`src/rtl/ptp_ins_pkg.sv`:
```
package ptp_ins_pkg;
  typedef enum logic [1:0] {
    OP_NONE = 2'b00,
    OP_ONE  = 2'b01,
    OP_TWO  = 2'b10,
    OP_RSV  = 2'b11
  } ptp_op_e;
endpackage

```
`src/rtl/ptp_ins_ctx.sv`:
```
module ptp_ins_ctx
  import ptp_ins_pkg::*;
#(
  parameter int TS_W  = 80,
  parameter int IDX_W = 15,
  localparam int CNT_W = IDX_W + 1
) (
  input  logic             clk_i,
  input  logic             rst_ni,
  input  logic             fire_i,
  input  logic             sop_i,
  input  logic             eop_i,
  input  logic [1:0]       op_i,
  input  logic [IDX_W-1:0] start_i,
  input  logic [TS_W-1:0]  time_i,
  output ptp_op_e          op_o,
  output logic [CNT_W-1:0] idx_o,
  output logic [IDX_W-1:0] start_o,
  output logic [TS_W-1:0]  ts_o
);
  ptp_op_e          op_q;
  logic [CNT_W-1:0] idx_q;
  logic [IDX_W-1:0] start_q;
  logic [TS_W-1:0]  ts_q;

  always_ff @(posedge clk_i or negedge rst_ni) begin
    if (!rst_ni) begin
      op_q    <= OP_NONE;
      idx_q   <= '0;
      start_q <= '0;
      ts_q    <= '0;
    end else if (fire_i) begin
      if (sop_i) begin
        op_q    <= eop_i ? OP_NONE : ptp_op_e'(op_i);
        idx_q   <= CNT_W'(1);
        start_q <= start_i;
        ts_q    <= time_i;
      end else begin
        if (eop_i) op_q <= OP_NONE;
        if (idx_q != '1) idx_q <= idx_q + CNT_W'(1);
      end
    end
  end

  // the start beat sees live inputs; later beats see latched context
  assign op_o    = sop_i ? ptp_op_e'(op_i) : op_q;
  assign idx_o   = sop_i ? '0 : idx_q;
  assign start_o = sop_i ? start_i : start_q;
  assign ts_o    = sop_i ? time_i : ts_q;

  assert_ctx_clear_R4 : assert property (@(posedge clk_i) disable iff (!rst_ni)
    (fire_i && eop_i) |=> (op_q == OP_NONE));

  assert_idx_restart_R5 : assert property (@(posedge clk_i) disable iff (!rst_ni)
    (fire_i && sop_i && !eop_i) |=> (idx_q == CNT_W'(1)));

  assert_ts_hold_R6 : assert property (@(posedge clk_i) disable iff (!rst_ni)
    !(fire_i && sop_i) |=> $stable(ts_q));
endmodule

```
`src/rtl/ptp_ins_sel.sv`:
```
module ptp_ins_sel
  import ptp_ins_pkg::*;
#(
  parameter int DATA_W = 16,
  parameter int TS_W   = 80,
  parameter int IDX_W  = 15,
  localparam int CNT_W = IDX_W + 1,
  localparam int WORDS = TS_W / DATA_W,
  localparam int SEL_W = $clog2(WORDS)
) (
  input  ptp_op_e           op_i,
  input  logic [CNT_W-1:0]  idx_i,
  input  logic [IDX_W-1:0]  start_i,
  input  logic [TS_W-1:0]   ts_i,
  input  logic [DATA_W-1:0] din_i,
  output logic [DATA_W-1:0] dout_o,
  output logic              pending_o
);
  logic [DATA_W-1:0] words [WORDS];

  for (genvar g = 0; g < WORDS; g++) begin : g_word
    assign words[g] = ts_i[TS_W-1-g*DATA_W -: DATA_W];
  end

  logic [CNT_W:0] idx_x, st_x, rel;
  logic           one, in_field;

  assign idx_x    = {1'b0, idx_i};
  assign st_x     = {2'b00, start_i};
  assign rel      = idx_x - st_x;
  assign one      = (op_i == OP_ONE);
  assign in_field = one && (idx_x >= st_x) && (rel < (CNT_W+1)'(WORDS));

  assign dout_o    = in_field ? words[rel[SEL_W-1:0]] : din_i;
  assign pending_o = one && (idx_x < st_x + (CNT_W+1)'(WORDS - 1));
endmodule

```
`src/rtl/ptp_onestep_inserter.sv`:
```
module ptp_onestep_inserter
  import ptp_ins_pkg::*;
#(
  parameter int DATA_W = 16,
  parameter int TS_W   = 80,
  parameter int OFF_W  = 16,
  localparam int BYTES = DATA_W / 8,
  localparam int SHIFT = $clog2(BYTES),
  localparam int IDX_W = OFF_W - SHIFT,
  localparam int CNT_W = IDX_W + 1
) (
  input  logic              clk_i,
  input  logic              rst_ni,
  input  logic [TS_W-1:0]   time_i,
  input  logic              s_valid_i,
  output logic              s_ready_o,
  input  logic [DATA_W-1:0] s_data_i,
  input  logic              s_sop_i,
  input  logic              s_eop_i,
  input  logic [1:0]        s_op_i,
  input  logic [OFF_W-1:0]  s_offset_i,
  output logic              m_valid_o,
  input  logic              m_ready_i,
  output logic [DATA_W-1:0] m_data_o,
  output logic              m_sop_o,
  output logic              m_eop_o,
  output logic              trunc_o
);
  logic fire;
  assign fire      = s_valid_i & m_ready_i;
  assign s_ready_o = m_ready_i;
  assign m_valid_o = s_valid_i;
  assign m_sop_o   = s_sop_i;
  assign m_eop_o   = s_eop_i;

  // sub-beat offset bits do not select anything
  logic unused_off_lsb;
  assign unused_off_lsb = ^s_offset_i[SHIFT-1:0];

  ptp_op_e          cur_op;
  logic [CNT_W-1:0] cur_idx;
  logic [IDX_W-1:0] cur_start;
  logic [TS_W-1:0]  cur_ts;
  logic             pending;

  ptp_ins_ctx #(.TS_W(TS_W), .IDX_W(IDX_W)) u_ctx (
    .clk_i   (clk_i),
    .rst_ni  (rst_ni),
    .fire_i  (fire),
    .sop_i   (s_sop_i),
    .eop_i   (s_eop_i),
    .op_i    (s_op_i),
    .start_i (s_offset_i[OFF_W-1:SHIFT]),
    .time_i  (time_i),
    .op_o    (cur_op),
    .idx_o   (cur_idx),
    .start_o (cur_start),
    .ts_o    (cur_ts)
  );

  ptp_ins_sel #(.DATA_W(DATA_W), .TS_W(TS_W), .IDX_W(IDX_W)) u_sel (
    .op_i      (cur_op),
    .idx_i     (cur_idx),
    .start_i   (cur_start),
    .ts_i      (cur_ts),
    .din_i     (s_data_i),
    .dout_o    (m_data_o),
    .pending_o (pending)
  );

  logic trunc_q;
  always_ff @(posedge clk_i or negedge rst_ni) begin
    if (!rst_ni)                        trunc_q <= 1'b0;
    else if (fire && s_eop_i && pending) trunc_q <= 1'b1;
  end
  assign trunc_o = trunc_q;

  assert_untouched_R2 : assert property (@(posedge clk_i) disable iff (!rst_ni)
    (s_valid_i && cur_op != OP_ONE) |-> (m_data_o == s_data_i));

  assert_sop_field_R7 : assert property (@(posedge clk_i) disable iff (!rst_ni)
    (s_valid_i && s_sop_i && s_op_i == OP_ONE && s_offset_i[OFF_W-1:SHIFT] == '0)
      |-> (m_data_o == time_i[TS_W-1 -: DATA_W]));

  assert_trunc_sticky_R9 : assert property (@(posedge clk_i) disable iff (!rst_ni)
    trunc_o |=> trunc_o);

  assert_trunc_cause_R9 : assert property (@(posedge clk_i) disable iff (!rst_ni)
    $rose(trunc_o) |-> $past(fire && s_eop_i));
endmodule

```
`config.mk`:
```
export PLATFORM = sky130hd
export DESIGN_NAME = ptp_onestep_inserter
export DESIGN_NICKNAME = d
export VERILOG_FILES = /design/src/rtl/ptp_ins_pkg.sv /design/src/rtl/ptp_ins_ctx.sv /design/src/rtl/ptp_ins_sel.sv /design/src/rtl/ptp_onestep_inserter.sv
export SDC_FILE = /design/constraint.sdc
export NUM_CORES = 1
export LEC_CHECK = 0
export BUFFER_PORTS_ARGS = -buffer_cell sky130_fd_sc_hd__buf_2
export CORE_ASPECT_RATIO = 1.5
export CORE_MARGIN = 8
export CORE_UTILIZATION = 47
export DETAILED_ROUTE_END_ITERATION = 8
export PLACE_DENSITY = 0.69
export SKIP_CTS_REPAIR_TIMING = 1
export SLEW_MARGIN = 20
export SYNTH_ARGS = -nofsm -noshare
export SYNTH_HDL_FRONTEND = slang
export SYNTH_HIERARCHICAL = 1
export SYNTH_SLANG_ARGS = --single-unit
```
`constraint.sdc`:
```
create_clock -name clk_i -period 9.7 [get_ports clk_i]
set_input_delay 1.455 -clock clk_i [delete_from_list [all_inputs] [get_ports clk_i]]
set_output_delay 1.455 -clock clk_i [all_outputs]
set_load 0.02 [all_outputs]
```
* Word level (Yosys, flattened, before mapping)
Cells that the tools add are included.
** Word-level totals
- Memory bits (read-only) :: 0
- Logic and storage cells :: 38
- Memories kept :: 0
- Bits in writable memories :: 0
- Output and inout port bits :: 21
- Bits in registers :: 114
- Latch bits :: 0
- Input port bits :: 120
** Cells by class
- $lt $le $gt $ge :: 4
- Muxes and demuxes :: 13
- Add/sub/neg operators :: 3
- Shift operators :: 0
- Equal/unequal tests :: 2
- Bitwise operators :: 2
- Multiply operators :: 0
- Div/mod/pow operators :: 0
- Reduce and logical (&&, ||, !) cells :: 9
** Operators by type and width (number)
- 2-to-1 mux 16 bit :: 6
- 2-to-1 mux 80 bit :: 1
- binary-select mux 16 bit (select 3 bit) :: 1
- < comparator 16 x 17 -> 1 bit :: 1
- < comparator 17 x 3 -> 1 bit, second input constant :: 1
- subtractor 16 x 15 -> 17 bit :: 1
- adder 15 x 3 -> 16 bit, second input constant :: 1
- adder 16 x 1 -> 16 bit, second input constant :: 1
- greater-or-equal comparator 16 x 15 -> 1 bit :: 1
- != test 16 bit, second input constant :: 1
- 2-to-1 mux 15 bit :: 1
- 2-to-1 mux 2 bit :: 4
- logical AND 1 bit :: 5
- greater-or-equal comparator 4 bit, second input constant :: 1
- inverter 3 -> 4 bit :: 1
- AND reduction 2 bit :: 2
- nonzero test 2 bit :: 2
- == test 2 x 1 -> 1 bit, second input constant :: 1
- bitwise AND 1 bit :: 1

* Logic depth before layout (Yosys ltp)
Gate-level depths: netlist (run 1).
- Word-level depth :: 7
- Gate-level depth with buffers :: 17
- Gate-level depth less buffers :: 14

* Cells and area by module
The synthesis (run 1) kept the hierarchy.
** By module, submodules not included
- ptp_ins_ctx :: sequential area each 2827.7 um^2, instances 1, cells each 446, area an instance 5828.1 um^2
- ptp_ins_sel :: sequential area each 0.0 um^2, instances 1, cells each 289, area an instance 2257.2 um^2
- ptp_onestep_inserter :: sequential area each 25.0 um^2, instances 1, cells each 7, area an instance 71.3 um^2

* Worst setup path after synthesis (run 1)
OpenSTA, ideal clock, no wires.
- Path kind :: input to output
- From :: input s_sop_i
- To :: output m_data_o[10]
- Arrival time :: 5.470 ns
- Cell stages on the path :: 16
- Required time :: 8.245 ns
- Buffers on the path :: 5
- Setup slack :: 2.775 ns
- Cells stage by stage :: buf_2 buf_2 buf_2 mux2_2 ha_1 fa_1 clkbuf_1 nand2_1 a222oi_1 nand4_1 nor4_2 nand4_1 or4_4 nor4_4 buf_8 mux2_4
** On the way
- Cells in the longest elaborated chain, start to end :: 7
- Elaborated cells between the ends (all ways) :: 15
- Those cells by class :: add/sub: 1; order compare: 2; eq/ne: 1; mux: 8; bitwise: 1; reduce/logical: 2
** Ends and longest elaborated chain
- start: declaration :: RTL line ptp_onestep_inserter.sv:18 : input logic s_sop_i,
- 2-to-1 mux 15 bit (*) :: RTL line ptp_ins_ctx.sv:48 : assign start_o = sop_i ? start_i : start_q;
- named net cur_start[0] :: RTL line ptp_onestep_inserter.sv:42 : logic [IDX_W-1:0] cur_start;
- parallel branches: the longest is 5 deep, another holds subtractor 16 x 15 -> 17 bit
- 2-to-1 mux 16 bit (*) :: RTL line ptp_ins_sel.sv:34 : assign dout_o = in_field ? words[rel[SEL_W-1:0]] : din_i;
- end: declaration :: RTL line ptp_onestep_inserter.sv:24 : output logic [DATA_W-1:0] m_data_o,
Mark *: on every way through the listed nets, which the timed path passes. The select of a mux whose other input is x is not followed.

* Worst setup path after layout (run 1)
- From :: input s_sop_i
- To :: output m_data_o[1]
** On the way
- Elaborated cells between the ends (all ways) :: 15
- Those cells by class :: add/sub: 1; order compare: 2; eq/ne: 1; mux: 8; bitwise: 1; reduce/logical: 2
** RTL lines
- 2-to-1 mux 15 bit (*) :: RTL line ptp_ins_ctx.sv:48
- named net cur_start[4] :: RTL line ptp_onestep_inserter.sv:42
- subtractor 16 x 15 -> 17 bit or greater-or-equal comparator 16 x 15 -> 1 bit (tied branches) :: RTL line ptp_ins_sel.sv:30, ptp_ins_sel.sv:32
- < comparator 17 x 3 -> 1 bit or logical AND 1 bit (tied branches) :: RTL line ptp_ins_sel.sv:32 : assign in_field = one && (idx_x >= st_x) && (rel < (CNT_W+1)'(WORDS));
- logical AND 1 bit (*) :: RTL line ptp_ins_sel.sv:32
- 2-to-1 mux 16 bit (*) :: RTL line ptp_ins_sel.sv:34
The timed path passes the listed nets; every way through them passes the cells marked *. The select of a mux whose other input is x is not followed.

==> results of run 1 <==
layout make-up:
type | count | area (µm²) | share of cell area (%)
Tap cell | 213 | 266.5 | 2.781
Clock inverter | 14 | 180.2 | 1.880
Multi-Input combinational cell | 549 | 4980 | 51.97
Inverter | 30 | 112.6 | 1.175
Clock buffer | 18 | 429.2 | 4.479
Timing Repair Buffer | 147 | 760.7 | 7.939
Sequential cell | 114 | 2853 | 29.77
registers in the layout, summed over array words and instances (netlist names):
| register | flops |
|---|---|
| trunc_o | 1 |
| u_ctx/op_q | 2 |
| u_ctx/idx_q | 16 |
| u_ctx/start_q | 15 |
| u_ctx/ts_q | 80 |
stage by stage:
stage          power (mW)  worst slack, ns  instances  utilization (%)
2_1_floorplan       1.308            2.775        742                -
3_3_place_gp        1.500            2.439       1053            52.16
3_5_place_dp        1.527            2.412       1053            52.16
4_1_cts             2.192            2.400       1085            55.71
5_1_grt             2.308            2.079       1085            55.71
6_report            2.172            2.328       1085            55.71
worst reg2reg max path, cell delays in order, from the launching register on:
cell      delay, ns
dfrtp_1        0.37
mux2_2         0.27
ha_1           0.23
fa_1           0.49
nor2_1         0.18
o21ai_0        0.09
nand2b_1       0.08
a21oi_1        0.06
o21ai_0        0.24
nand4_1        0.17
a31oi_1        0.26
o21ai_0        0.13
a41o_1         0.24
routing by layer:
metal | vias up | track usage (%) | wire length (µm)
met5 | - | 0 | 53
met4 | 10 | 6.045 | 295
met3 | 33 | 5.987 | 1185
met2 | 156 | 34.46 | 10840
met1 | 3055 | 20.84 | 7950
li1 | 2964 | - | -
power by group through the flow:
stage	Sequential [mW]	Clock, mW	Combinational (mW)
floorplan	0.665	0	0.643
global placement	0.685	0	0.815
detailed placement	0.695	0	0.832
CTS	0.687	0.668	0.837
global route	0.705	0.687	0.916
finish	0.686	0.653	0.833
path summary, 6_finish.rpt:
path / slack (ns) / cells past startpoint / to / from
max: 2.33 / 15 / m_data_o[1] / s_sop_i
min: 0.46 / 1 / trunc_o / trunc_o
max reg2reg: 6.78 / 12 / trunc_o / u_ctx/start_q[0]
min reg2reg: 0.46 / 1 / trunc_o / trunc_o
max in group asynchronous: 7.33 / 2 / u_ctx/start_q[6] / rst_ni
min in group asynchronous: 1.05 / 1 / u_ctx/ts_q[71] / rst_ni
placed cells by master, fill, tap and decap left out, types with 3 or more instances in the layout:
master     Yosys  routed
mux2i_1        7       7
nor3b_1        5       5
inv_1         30      30
mux2_4        12      12
bufinv_16      0       3
o21a_1         5       5
nor2b_1       15      15
and2_1         4       3
clkinv_4       0       4
buf_4          4      10
nand3_1       20      20
o2bb2ai_1      6       6
o21ai_0       34      34
inv_6          0       4
nor2_1        22      22
a21oi_1       15      15
a21o_1         8       8
o22ai_1        3       3
a31oi_1        6       6
mux4_2        16      16
nor3_1        14      14
xor2_1         5       4
nand2_1       48      48
mux2_2       198     198
dfrtp_1      114     114
buf_2          9     137
nand2b_1       5       5
xnor2_1       13      13
clkbuf_16      0      17
ha_1          31      31
nand4_1        9       9
cells by family after synthesis:
group / Yosys count / synth area share [%]
and+or+nand+nor: 160 / 10.45
xor gates and xnor gates: 18 / 1.933
buffers and inverters: 79 / 4.096
adders and majority gates: 32 / 5.001
AOI/OAI and AO/OA: 106 / 8.729
DFF: 114 / 34.97
muxes: 233 / 34.82
==> results_dict.tcl, run 1 <==
set metrics [dict create \
    slew_headroom_pct 43.28 \
    max_freq_mhz 135.7 \
    synth_top_flop_cell "dfrtp_1" \
    required_ns 8.25 \
    clock-root-buffer "clkbuf_16" \
    rows 59 \
    groute.usage.overall_pct 19.21 \
    io_pins 141 \
    dpl.hpwl_um 14730 \
    cts.htree.levels 4 \
    drive_gt1_share_pct 47.94 \
    async_flop_share_pct 100.0 \
    cp_slowest_cell "buf_4" \
    portBuffers 139 \
    post_drt_wl_per_cell_um 18.73 \
    synth.most_common_cell "mux2_2" \
    cts_tree "yes" \
    p_comb_share_pct 38.3 \
    synth.cell_area_mm2 0.008157 \
    cp_common_cell "buf_4" \
    crit_buf_inv 5 \
    yosysTopAreaCell "dfrtp_1" \
    crit_type "in -> out" \
    grt_pass1_vias 6653 \
    yosys_warnings 6 \
    place_area_mm2 0.008972 \
    grt_antenna_before_repair 5 \
    synth_commonest_cells "198 x mux2_2, 114 x dfrtp_1, 48 x nand2_1" \
    grt_pass1_wl_um 32930 \
    die-area_mm2 0.02191 \
    finalHoldViolCount 0 \
    crit_chain "buf_4 > buf_4 > mux2_2 > inv_1 > ha_1 > a21oi_1 > nand2_1 > a41oi_1 > o311ai_0 > a2111oi_0 > a31oi_1 > nor4_4 > buf_4 > mux2_2 > buf_2" \
    tightest_slew_ns 0.8509 \
    drt-initial-drc-count 255 \
    finalHoldWorstSlack_ns 0.4632 \
    num_vias 6218 \
    syn2layout_area_growth_pct 17.47 \
    die_y_um 177.3 \
    start_kind "input pin" \
    clk_pin_slew_ns 0.05 \
    synthTopCellsByArea "dfrtp_1 35%, mux2_2 27%, ha_1 4.8%, mux4_2 4.4%, mux2_4 2.2%" \
    routed_wl_um 20330 \
    start_util_pct 47.42 \
    rsz0062_at_grt "no" \
    clock_skew_ns 0.005841 \
    ant_nets 0 \
    gp_congestion 0.8766 \
    syn-num-nets 894 \
    hp-class "reg -> reg" \
    setup_viol 0 \
    syn_area_per_cell_um2 10.99 \
    nFillCells 1551 \
    diodes 0 \
    syn_inst 742 \
    clock_path_buffers 2 \
    critPathCaptureType "output port" \
    yosysTopAreaCellShare_pct 34.97 \
    clock_power_share_pct 30.1 \
    p_leak_nw 4.195 \
    cp.arrival_ns 5.92 \
    period_share_pct 76.00 \
    drv_slew 0 \
    fin_setup_tns_ns 0 \
    post-route-min-period_ns 7.372 \
    switching_share_pct 34.69 \
    cts_buffers 17 \
    avgViaCountPerCell 5.731 \
    grt_max_degree 67 \
    ys_seq_elements 114 \
    critPathMaxFanout 55 \
    overflow 0 \
    yosysSeqAreaShare_pct 34.97 \
    slowest_delay_ns 0.57 \
    status "completed" \
    cap_violations 0 \
    core_mm2 0.01720 \
    irDropWorstVdd_uv 123.1 \
    powerDensity_mw_per_mm2 226.7 \
    cts_sinks 114 \
    post-route-drc-count 0 \
    synth_cell_types 65 \
    power_switching_mw 0.7535 \
    critPathTopFamily "compound AO/OA/AOI/OAI gates" \
    drt_pass1_iterations 5 \
    clk_latency_ns 0.42 \
    p_seq_share_pct 31.6 \
    synth_edf_count 0 \
    nNetsFinal 1011 \
    die_w_um 123.6 \
    power_report.internal_total_mw 1.418 \
    final_area_mm2 0.009582 \
]
(Power assumes the default switching activity.)
==> run 2, diff against run 1 <==
PLACE_DENSITY = 0.71   (was 0.69)
clock period = 6.73 ns   (was 9.7 ns; I/O delays follow)
==> run 2 against run 1 <==
Net effect:
- critical path depth shrank 1
- largest cell class unchanged
- global-route usage fell by 0.46 points
- final cell count about the same
- die area unchanged
==> results_dict.tcl, run 2 (same netlist as run 1, synthesis figures left out) <==
set metrics [dict create \
    period_share_pct 90.54 \
    tightest_slew_ns 0.8126 \
    core_mm2 0.01720 \
    layout_commonest_cell "mux2_2" \
    hp-class "reg -> reg" \
    avgViaCountPerCell 5.658 \
    grt_pass1_vias 6485 \
    mostFrequentLayoutCells "198 x mux2_2, 137 x buf_2, 114 x dfrtp_1, 48 x nand2_1, 34 x o21ai_0" \
    groute.usage.overall_pct 18.74 \
    r2r_setup_slack_ns 3.74 \
    critPathCaptureType "output port" \
    cts_tree "yes" \
    post-route-drc-count 0 \
    nFillCells 1531 \
    rows 59 \
    irDropWorstVdd_uv 199.1 \
    setup_viol 0 \
    p_leak_nw 4.188 \
    max_freq_mhz 164.1 \
    ant_nets 0 \
    diodes 0 \
    clock_path_buffers 2 \
    cp.arrival_ns 5.08 \
    p_total_mw 3.063 \
    cts_sinks 114 \
    post-route-min-period_ns 6.093 \
    top_regs "u_ctx/ts_q (80), u_ctx/idx_q (16), u_ctx/start_q (15)" \
    crit_chain "buf_4 > mux2_2 > ha_1 > fa_1 > xnor2_1 > a222oi_1 > nand4_1 > nor4_2 > nand4_1 > or4_4 > nor4_4 > buf_4 > mux2_2 > buf_2" \
    rsz0062_at_grt "no" \
    io_pins 141 \
    overflow 0 \
    crit_type "in -> out" \
    nNetsFinal 1012 \
    slowest_delay_ns 0.53 \
    grt_antenna_before_repair 1 \
    slew_headroom_pct 45.83 \
    grt_max_degree 64 \
    drive_gt1_share_pct 48.11 \
    cts.htree.levels 4 \
    routed_wl_um 19750 \
    cts_buffers 17 \
    dp_slack_ns 0.6041 \
    syn2layout_area_growth_pct 17.15 \
    die_y_um 177.3 \
    post_drt_wl_per_cell_um 18.19 \
    required_ns 5.72 \
    powerDensity_mw_per_mm2 320.6 \
    fin_ws_ns 0.6366 \
    drv_slew 0 \
    gp_congestion 0.8509 \
    clk_pin_slew_ns 0.06 \
    cp_slowest_cell "or4_4" \
    grt_pass1_wl_um 32280 \
    fin_setup_tns_ns 0 \
    drt-initial-drc-count 234 \
    clock-root-buffer "clkbuf_16" \
    finalHoldViolCount 0 \
    largest_register_ffs 80 \
    die_w_um 123.6 \
    cap_violations 0 \
    clk_latency_ns 0.41 \
    final_area_mm2 0.009555 \
    critPathMaxFanout 40 \
    die-area_mm2 0.02191 \
    status "completed" \
    drt_pass1_iterations 4 \
    start_util_pct 47.42 \
    num_vias 6145 \
    start_kind "input pin" \
    clock_skew_ns 0.004860 \
    dpl.hpwl_um 14270 \
    regMostFlops "u_ctx/ts_q" \
    portBuffers 139 \
    place_area_mm2 0.008980 \
]
run 2: per-stage QoR:
| stage | utilization (%) | hold slack (ns) | instances |
|---|---|---|---|
| after floorplan | - | 0.4767 | 742 |
| final | 55.55 | 0.4610 | 1086 |
| after detailed placement | 52.21 | 0.4512 | 1054 |
| after global placement | 52.21 | 0.4448 | 1054 |
| after CTS | 55.55 | 0.4642 | 1086 |
| after global routing | 55.55 | 0.4811 | 1086 |
run 2: path summary, 6_finish.rpt:
kind                                   from              to  cells after the start
max                                 s_sop_i     m_data_o[2]                     14
min                                 trunc_o         trunc_o                      1
max reg2reg                u_ctx/start_q[2]         trunc_o                     11
min reg2reg                         trunc_o         trunc_o                      1
max in group asynchronous            rst_ni  u_ctx/ts_q[20]                      2
min in group asynchronous            rst_ni  u_ctx/ts_q[41]                      1
run 2: worst max-delay path: cells and delay by family:
family          cells  cell delay (ns)
buf+inv             3             0.94
compound gates      1             0.31
xor+xnor            1             0.20
simple gates        5             1.09
mux                 2             0.78
fa+ha+maj           2             0.72
run 2: where the power goes:
part / switching [mW] / internal (mW)
Combinational: 0.611 / 0.585
Clock: 0.363 / 0.518
Sequential: 0.113 / 0.872
run 2: metal layers:
metal,up-vias,global-route usage [%],wire length (µm)
li1,2975,-,-
met1,3012,20.33,7709
met2,132,33.51,10640
met3,24,5.287,1024
met4,2,7.053,367
met5,-,0,8
run 2: layout make-up:
cell class | instances | area (µm²) | share of cell area, %
inverter | 30 | 112.6 | 1.178
sequential | 114 | 2853 | 29.85
clock inverter | 15 | 150.1 | 1.571
clock buffer | 17 | 425.4 | 4.452
timing repair buffer | 148 | 768.2 | 8.040
tap | 213 | 266.5 | 2.789
multi-input combinational | 549 | 4980 | 52.11
==> run 3, diff against run 2 <==
ABC_AREA = 1   (was not set)
==> run 3 against run 2 <==
Net effect:
- core utilization fell by 0.60 points
- global-route usage rose by 3.7 points
- clock power rose by 5.3%
- worst setup slack improved by 0.38 ns
- synthesized cell count rose by 80%
- sequential share of layout area fell by 0.80 points
- die area rose by 4.2%
- area after synthesis rose by 4.7%
- via count rose by 42%
- sequential cell count did not move
- critical endpoint is now m_data_o[15]
- largest power group is now the clock network
- highest routed layer is now met4
==> results_dict.tcl, run 3 <==
set metrics [dict create \
    ys_seq_elements 114 \
    grt_antenna_before_repair 0 \
    hp-class "reg -> reg" \
    power_report.internal_total_mw 1.525 \
    die_y_um 181.1 \
    post-route-util_pct 54.95 \
    yosysTopAreaCell "dfrtp_1" \
    post-route-min-period_ns 5.711 \
    dp_slack_ns 1.122 \
    synth_compound_area_share_pct 17.44 \
    worstHoldPathCells 2 \
    synth_cell_types 38 \
    synth_xor_area_share_pct 1.128 \
    cts.htree.levels 4 \
    slew_headroom_pct 37.76 \
    crit_chain "buf_6 > o21ai_0 > ha_2 > fa_1 > nand2_1 > nand3_1 > nand3_1 > nor2_1 > nand3_1 > nor2_1 > nand3_2 > nor3_4 > nand3_1 > nand2_1 > buf_2" \
    irDropWorstVdd_uv 147.9 \
    clock_power_share_pct 39.3 \
    start_kind "input pin" \
    core_mm2 0.01787 \
    ff2ff_path_depth 15 \
    die_w_um 126.1 \
    cp_common_cell "nand3_1" \
    portBuffers 139 \
    slowest_delay_ns 0.90 \
    top_regs "u_ctx/ts_q (80), u_ctx/idx_q (16), u_ctx/start_q (15)" \
    io_pins 141 \
    grt_pass1_vias 8624 \
    syn_area_per_cell_um2 6.390 \
    final_area_mm2 0.009818 \
    num_vias 8735 \
    finalHoldViolCount 0 \
    synth_top_flop_cell "dfrtp_1" \
    syn-num-nets 1489 \
    power_switching_mw 0.8327 \
    critPathTopFamily "simple AND/OR/NAND/NOR gates" \
    max_freq_mhz 175.1 \
    status "completed" \
    fin_setup_tns_ns 0 \
    mostFrequentLayoutCells "413 x nand2_1, 237 x o21ai_0, 203 x inv_1, 137 x buf_2, 114 x dfrtp_1" \
    cp_slowest_cell "fa_1" \
    avgViaCountPerCell 5.259 \
    post-place-cells 1629 \
    async_flop_share_pct 100.0 \
    timing.rr.end "trunc_o" \
    drv_slew 0 \
    syn2layout_area_growth_pct 14.92 \
    clock_skew_ns 0.006380 \
    synth_top_family_by_area "simple AND/OR/NAND/NOR gates" \
    routed_wl_um 25000 \
    critPathMaxFanout 76 \
    grt_max_degree 111 \
    rsz0062_at_grt "no" \
    synthAdderAreaFrac_pct 4.774 \
    dpl.hpwl_um 18590 \
    clock-root-buffer "clkbuf_16" \
    die-area_mm2 0.02284 \
    nNetsFinal 1583 \
    synth_commonest_cells "413 x nand2_1, 237 x o21ai_0, 204 x inv_1" \
    place_area_mm2 0.009220 \
    clock_path_buffers 2 \
    ant_nets 0 \
    groute.usage.overall_pct 22.45 \
    synthTopCellsByArea "dfrtp_1 33%, nand2_1 18%, o21ai_0 14%, inv_1 9.0%, nand3_1 5.8%" \
    crit_type "in -> out" \
    drt-initial-drc-count 671 \
    setup_viol 0 \
    synth.most_common_cell "nand2_1" \
    hold_end "trunc_o" \
    p_comb_share_pct 26.6 \
    largest_register_ffs 80 \
    fin_ws_ns 1.019 \
    diodes 0 \
    yosysTopAreaCellShare_pct 33.39 \
    clk_latency_ns 0.42 \
    synth-simple-area-share_pct 30.13 \
    start_util_pct 47.82 \
    gp_congestion 0.8753 \
    grt_pass1_wl_um 41540 \
    critPathCaptureType "output port" \
    period_share_pct 84.86 \
    cap_violations 0 \
    r2r_setup_slack_ns 3.04 \
    stdcell_count 1661 \
    overflow 0 \
    min_from "trunc_o" \
    r2r_start "u_ctx/start_q[2]" \
    required_ns 5.72 \
    clk_pin_slew_ns 0.06 \
    cts_tree "yes" \
    crit_buf_inv 2 \
    cts_sinks 114 \
    post_drt_wl_per_cell_um 15.05 \
    powerDensity_mw_per_mm2 240.2 \
    synth_edf_count 0 \
    regMostFlops "u_ctx/ts_q" \
    rows 60 \
    synth.cell_area_mm2 0.008543 \
    yosys_warnings 6 \
    tightest_slew_ns 0.9314 \
    cts_buffers 17 \
    yosysSeqAreaShare_pct 33.39 \
    syn_inst 1337 \
    p_leak_nw 5.023 \
    layout_commonest_cell "nand2_1" \
    cp.arrival_ns 4.70 \
    switching_share_pct 35.31 \
    p_seq_share_pct 34.1 \
    drive_gt1_share_pct 14.06 \
    drt_pass1_iterations 7 \
    synthMuxAreaShare_pct 0 \
    post-route-drc-count 0 \
]
run 3: changes by cell type in the layout (fill, tap and decap cells not counted), sizes merged, moves of 12 or more:
cell and change:
nand3 +82, mux2 -210, a21oi +24, nand2 +372, inv +178, mux4 -16, o21ai +207, nor2b -15
xnor2 -12, nor2 +41
run 3: cells by family after synthesis:
kind of cell               after synthesis
AOI/OAI and AO/OA                      290
adders and majority gates               32
and+or+nand+nor                        614
buffers and inverters                  276
xor gates and xnor gates                11
DFF                                    114
run 3: layout make-up:
| cell class | instances | area, µm² |
|---|---|---|
| Fill cell | 1834 | 8049 |
| Multi-Input combinational cell | 947 | 4571 |
| Sequential cell | 114 | 2853 |
| Inverter | 206 | 775.7 |
| Timing Repair Buffer | 145 | 749.5 |
| Clock buffer | 17 | 425.4 |
| Tap cell | 217 | 271.5 |
| Clock inverter | 15 | 172.7 |
run 3: how the worst max path moves through the flow:
stage | from | to | slack, ns | cells after the start
floorplan | s_sop_i | m_data_o[10] | 2.01 | 20
global placement | s_sop_i | m_data_o[15] | 1.13 | 15
detailed placement | s_sop_i | m_data_o[0] | 1.12 | 15
CTS | s_sop_i | m_data_o[0] | 1.11 | 15
global route | s_sop_i | m_data_o[15] | 0.79 | 15
finish | s_sop_i | m_data_o[15] | 1.02 | 15
run 3: worst register-to-register path, cell delays in order (launching register included):
cell and delay, ns:
dfrtp_1 0.32, inv_1 0.04, o21ai_0 0.41, ha_1 0.27, nand2_1 0.06, nor2_1 0.22, nand4_1 0.19, nor4_1 0.56
nand3_1 0.17, xor2_1 0.19, ha_1 0.20, a2111oi_0 0.38, o21ai_0 0.14, nor2_1 0.26, nand2_1 0.09, o21ai_1 0.12
run 3: routing by layer:
metal	vias up	part of all wire, %	global-route usage, %
met5	-	0	0
met4	0	6.6	14.64
met3	83	5.1	4.450
met2	283	49	38.23
met1	3925	39	24.99
li1	4444	-	-
run 3: per-stage QoR:
step / hold WS (ns) / total power, mW
after floorplan: 0.4872 / 1.241
after global placement: 0.4567 / 1.423
after detailed placement: 0.4652 / 1.433
after CTS: 0.4786 / 2.366
after global routing: 0.5337 / 2.499
final: 0.4694 / 2.358
run 3: power by group through the flow:
stage	clock [mW]	sequential [mW]	combinational (mW)
floorplan	0	0.807	0.434
global placement	0	0.812	0.611
detailed placement	0	0.816	0.617
CTS	0.939	0.804	0.623
global route	0.974	0.812	0.712
finish	0.928	0.803	0.627
